### config.mk
export PLATFORM = sky130hd
export DESIGN_NAME = psa_sig_calc
export DESIGN_NICKNAME = d
export VERILOG_FILES = /design/src/rtl/psa_sig_calc.sv
export SDC_FILE = /design/constraint.sdc
export NUM_CORES = 1
export LEC_CHECK = 0
export BUFFER_PORTS_ARGS = -buffer_cell sky130_fd_sc_hd__buf_2
export CAP_MARGIN = 20
export CORE_MARGIN = 2
export CORE_UTILIZATION = 50
export CTS_CLUSTER_DIAMETER = 100
export DETAILED_ROUTE_END_ITERATION = 10
export GPL_ROUTABILITY_DRIVEN = 1
export PLACE_DENSITY = 0.91
export SYNTH_ARGS = -nofsm -noshare
export SYNTH_HDL_FRONTEND = slang
export SYNTH_SLANG_ARGS = --single-unit
### constraint.sdc
create_clock -name clk -period 4.94 [get_ports clk]
set_clock_uncertainty 0.2 [all_clocks]
set_input_delay 0.494 -clock clk [delete_from_list [all_inputs] [get_ports clk]]
set_output_delay 0.494 -clock clk [all_outputs]
set_load 0.01 [all_outputs]
### src/rtl/psa_sig_calc.sv
module psa_sig_calc #(
  parameter int W              = 16,
  parameter int CW             = 16,
  parameter logic [W-1:0] POLY = 16'h0805
) (
  input  logic          clk,
  input  logic          rst_n,
  input  logic          start,
  input  logic [W-1:0]  start_addr,
  input  logic [CW-1:0] word_count,
  input  logic          erase_mode,
  input  logic          in_valid,
  input  logic [W-1:0]  in_data,
  output logic          in_ready,
  output logic          busy,
  output logic          done,
  output logic [W-1:0]  signature,
  input  logic          cmp_strobe,
  input  logic [W-1:0]  cmp_value,
  output logic          result_valid,
  output logic          result_pass
);

  logic          busy_q, mode_q, done_q, rv_q, pass_q;
  logic [W-1:0]  sig_q;
  logic [CW-1:0] left_q;

  function automatic logic [W-1:0] advance(input logic [W-1:0] s, input logic [W-1:0] w);
    logic [W-1:0] t;
    if (s[W-1]) t = ((s ^ POLY) << 1) | W'(1);
    else        t = s << 1;
    return t ^ w;
  endfunction

  wire          take = start && !busy_q;
  wire          step = busy_q && (mode_q || in_valid);
  wire [W-1:0]  word = mode_q ? '1 : in_data;

  always_ff @(posedge clk or negedge rst_n) begin
    if (!rst_n) begin
      busy_q <= 1'b0;
      mode_q <= 1'b0;
      done_q <= 1'b0;
      rv_q   <= 1'b0;
      pass_q <= 1'b0;
      sig_q  <= '0;
      left_q <= '0;
    end else begin
      done_q <= 1'b0;
      if (take) begin
        sig_q  <= start_addr - W'(2);
        left_q <= word_count;
        mode_q <= erase_mode;
        busy_q <= (word_count != '0);
        done_q <= (word_count == '0);
        rv_q   <= 1'b0;
        pass_q <= 1'b0;
      end else begin
        if (step) begin
          sig_q  <= advance(sig_q, word);
          left_q <= left_q - CW'(1);
          if (left_q == CW'(1)) begin
            busy_q <= 1'b0;
            done_q <= 1'b1;
          end
        end
        if (cmp_strobe && !busy_q) begin
          rv_q   <= 1'b1;
          pass_q <= (sig_q == cmp_value);
        end
      end
    end
  end

  assign in_ready     = busy_q && !mode_q;
  assign busy         = busy_q;
  assign done         = done_q;
  assign signature    = sig_q;
  assign result_valid = rv_q;
  assign result_pass  = pass_q;

  AST_SEED: assert property (@(posedge clk) disable iff (!rst_n)
    (start && !busy) |=> (signature == W'($past(start_addr) - W'(2))));
  AST_IDLE_STABLE: assert property (@(posedge clk) disable iff (!rst_n)
    (!busy && !start) |=> $stable(signature));
  AST_DONE_IDLE: assert property (@(posedge clk) disable iff (!rst_n)
    done |-> !busy);
  AST_ZERO_COUNT: assert property (@(posedge clk) disable iff (!rst_n)
    (start && !busy && word_count == '0) |=> (done && !busy));
  AST_CMP_LATENCY: assert property (@(posedge clk) disable iff (!rst_n)
    (cmp_strobe && !busy && !start) |=> result_valid);
  AST_RESULT_HOLD: assert property (@(posedge clk) disable iff (!rst_n)
    (result_valid && !start && !cmp_strobe) |=> (result_valid && $stable(result_pass)));
  AST_BUSY_NO_RESULT: assert property (@(posedge clk) disable iff (!rst_n)
    (busy && !result_valid) |=> !result_valid);

endmodule

==> flow_summary.rst <==
.. list-table::
   :header-rows: 1

   * - Metric
     - Value
   * - Total nets after synthesis
     - 370
   * - Origin of the critical flop-to-flop path
     - mode_q
   * - DR vias/cell
     - 5.92
   * - Post-route clock period utilization
     - 52.5%
   * - Worst slew margin
     - 36.2%
   * - Post-synth design cell area
     - 2550 sq um
   * - Number of routed nets with antenna violations
     - 0
   * - Number of buffers inserted during clock tree synthesis
     - 5
   * - #FFs+latches synth
     - 37
   * - Share of total power in sequential cells
     - 43.0%
   * - Starting density of the core
     - 51.0%
   * - Worst-Skew Late Latency
     - 0.29 ns
   * - Number of clock sinks seen by CTS
     - 37
   * - Length of the first detailed-routing pass in iterations
     - 4
   * - Total die area
     - 5700 sq um
   * - Post-route worst setup slack
     - 2.35 ns
   * - IO Count
     - 91
   * - Count of input and output buffers
     - 90
   * - Final non-filler cell area
     - 3150 sq um
   * - Final period demand of the worst path
     - 2.59 ns
   * - Synthesized-area fraction occupied by ao, oa, aoi and oai cells
     - 20.2%
   * - Post-synthesis simple-gate area fraction
     - 24.3%
   * - Critical path class
     - reg -> reg
   * - Clock transition time at the flip-flop clock pins of the worst setup and hold paths
     - 0.07 ns
   * - Post-route total power
     - 1.46 mW
   * - Critical Path Source
     - mode_q
   * - DR DRC count
     - 0
   * - Pin count of the biggest net entering global routing
     - 38
   * - Cell types with the largest area share after synthesis
     - sky130_fd_sc_hd__dfrtp_1 36%, sky130_fd_sc_hd__xor2_1 7.5%, sky130_fd_sc_hd__xnor2_1 6.2%
   * - DRT Wirelength
     - 7390 microns
   * - PwrDens
     - 464 nW/um^2
   * - Internal reg-to-reg setup slack
     - 2.35 ns
   * - Switching power share of the total
     - 42.8%
   * - Library cell occupying the most area in the post-synthesis netlist
     - sky130_fd_sc_hd__dfrtp_1
   * - Overall routing resource usage
     - 27.9%
   * - Path class of the lowest-slack min-delay path
     - in -> async
   * - First-pass GRT wire length
     - 11800 microns
   * - Unique masters post-synth
     - 47
   * - Count of flip-flops with a built-in enable after synthesis
     - 0
   * - Peak clock frequency supported by timing
     - 386 MHz
   * - Die Y
     - 75.5 microns
   * - Floorplan die width
     - 75.5 microns
   * - WHS
     - 0.0936 ns
   * - Biggest fanout along the worst timing path
     - 31
   * - Quantity of gates resized following cts
     - 0
   * - Number of antenna violations at the first check in global routing
     - 0
   * - Total internal power
     - 0.836 mW
   * - Initial detailed-routing violation count
     - 238
   * - Adder-cell area share of the yosys netlist
     - 1.47%
   * - Row cnt
     - 26
   * - Worst vdd ir
     - 0.210 mV
   * - Count of pins over their slew limit
     - 0
   * - Leakage power summed over all cells
     - 1.35 nW
   * - Last weighted congestion value of the routability-driven placer
     - 0.906
   * - Clock tree from TritonCTS
     - yes
   * - Cell area after placement
     - 3050 sq um
   * - Proportion of netlist area held by the largest area contributor
     - 36.2%
   * - Switch Pwr
     - 0.624 mW
   * - Unrepaired setup endpoints after global routing
     - no
   * - Post-cts hold buffer count
     - 0
   * - Arrival time of data at the critical path endpoint
     - 2.57 ns
   * - Status
     - finished, final reports clean
   * - Setup repair bufs after CTS
     - 0
   * - Req. time, crit path
     - 4.92 ns
   * - Pre-CTS worst setup slack
     - 2.38 ns
   * - Maximum count of clock buffers along a single path
     - 2
   * - Dominant combinational cell family by area after synthesis
     - simple AND/OR/NAND/NOR gates
   * - Number of maximum-capacitance violations
     - 0
   * - Part of the total power dissipated in combinational logic
     - 42.3%
   * - Cell count after synthesis
     - 297
   * - Endpoint kind of the worst setup timing path
     - flip-flop
   * - Clock share of power
     - 14.8%
   * - Core area
     - 5010 sq um
   * - Total via count in the routed design
     - 2663
   * - Setup tns final
     - 0 ns
   * - Share of synthesized area spent on multiplexers
     - 0.784%
   * - Via count of the first global-routing pass
     - 2541
   * - Setup-violating endpoint count in the final report
     - 0
   * - Clk root buf
     - sky130_fd_sc_hd__clkbuf_8
   * - Mean instance size in the synthesized netlist
     - 8.60 sq um
   * - Async SR Flop Fraction
     - 100%
   * - CP Launch Type
     - flip-flop
   * - Routed length per placed instance
     - 16.4 microns
   * - Transition time at the pin with the least slew margin
     - 0.956 ns
   * - Ant diodes
     - 0
   * - Final Net Count
     - 453
   * - Post-synthesis share of cell area spent on xor and xnor gates
     - 13.7%
   * - Synthesis-to-layout area growth
     - 23.2%
   * - Synth warn
     - 0
   * - Sequential cell area fraction in the yosys report
     - 36.2%
   * - Dpl hpwl
     - 5560 microns
   * - Share of layout cells above drive strength 1
     - 27.9%
   * - Overflow left after global routing
     - 0
   * - Most frequently used flop master after synthesis
     - sky130_fd_sc_hd__dfrtp_1
   * - CTS HTree Levels
     - 2
   * - Final count of hold timing violations
     - 0
## routing by layer
layer  up-vias  track usage [%]  wire [microns]
met5         -                0               0
met4         0             10.7             202
met3        20             7.67             573
met2       133             46.2            3710
met1      1241             34.7            2900
li1       1269                -               -
## layout make-up
| cell class | count | area [sq um] |
|---|---|---|
| Multi-Input combinational cell | 238 | 1550 |
| Fill cell | 448 | 1860 |
| Inverter | 6 | 22.5 |
| Tap cell | 70 | 87.6 |
| Sequential cell | 37 | 926 |
| Timing Repair Buffer | 92 | 473 |
| Clock buffer | 7 | 86.3 |
## registers in the layout, summed over array words and instances (netlist names)
signal,cells
signature,16
result_pass,1
result_valid,1
busy,1
mode_q,1
done,1
left_q,16
## power groups by stage
stage	logic (mW)	registers [mW]	clock network [mW]
detailed placement	0.611	0.625	0
global placement	0.585	0.617	0
finish	0.617	0.628	0.216
global route	0.689	0.651	0.238
CTS	0.613	0.622	0.218
floorplan	0.419	0.587	0
## path summary, 6_finish.rpt
path,endpoint,depth (start not counted)
hold reg to reg,result_valid,2
max in group asynchronous,signature[12],1
min in group clk,mode_q,3
setup / recovery,left_q[15],4
setup reg to reg,left_q[15],4
hold / removal,left_q[8],1
## cell usage after synthesis (9+ instances only)
cell type,instances
sky130_fd_sc_hd__xor2_1,22
sky130_fd_sc_hd__nor3_1,24
sky130_fd_sc_hd__nand2_1,20
sky130_fd_sc_hd__nor4_1,14
sky130_fd_sc_hd__clkbuf_1,14
sky130_fd_sc_hd__dfrtp_1,37
sky130_fd_sc_hd__o21a_1,9
sky130_fd_sc_hd__nor2_1,26
sky130_fd_sc_hd__a211oi_1,10
sky130_fd_sc_hd__o21ai_0,12
sky130_fd_sc_hd__a21oi_1,16
sky130_fd_sc_hd__xnor2_1,18
## cells by family (layout without fill, tap and decap cells)
logic type	count (synthesis)	after routing
AND/OR/NAND/NOR	117	117
AO/OA/AOI/OAI	76	76
XOR/XNOR	40	40
flip-flops	37	37
buffers and inverters	22	105
adder cells (fa/ha/maj)	3	3
multiplexers	2	2
## placed cells by master (no fill, tap or decap), types with 3 or more instances in the layout
cell type and count:
sky130_fd_sc_hd__buf_2 90, sky130_fd_sc_hd__or4_1 6, sky130_fd_sc_hd__nand2b_1 3, sky130_fd_sc_hd__xnor2_1 18, sky130_fd_sc_hd__a21oi_1 16, sky130_fd_sc_hd__dfrtp_1 37, sky130_fd_sc_hd__or3_1 6, sky130_fd_sc_hd__nand2_1 20
sky130_fd_sc_hd__clkbuf_8 6, sky130_fd_sc_hd__nor3_1 24, sky130_fd_sc_hd__inv_1 6, sky130_fd_sc_hd__a211o_1 3, sky130_fd_sc_hd__a211oi_1 10, sky130_fd_sc_hd__a22oi_1 3, sky130_fd_sc_hd__xor2_1 22, sky130_fd_sc_hd__o211ai_1 5
sky130_fd_sc_hd__o21ai_0 12, sky130_fd_sc_hd__ha_1 3, sky130_fd_sc_hd__o21a_1 9, sky130_fd_sc_hd__nor2_1 26, sky130_fd_sc_hd__nand3_1 6, sky130_fd_sc_hd__nor4_1 14
## through the flow
step                      cells  utilization (%)
final                       450             62.8
after global routing        450             62.8
after floorplan             297                -
after CTS                   449             62.5
after global placement      442             60.8
after detailed placement    442             60.8
## worst max-delay path, stage by stage (launching register included)
cell	delay (ns)
sky130_fd_sc_hd__dfrtp_1	0.97
sky130_fd_sc_hd__o21a_1	0.46
sky130_fd_sc_hd__nand3_1	0.24
sky130_fd_sc_hd__o311a_1	0.34
sky130_fd_sc_hd__a221o_1	0.26
Power figures use the tool's default switching activity.
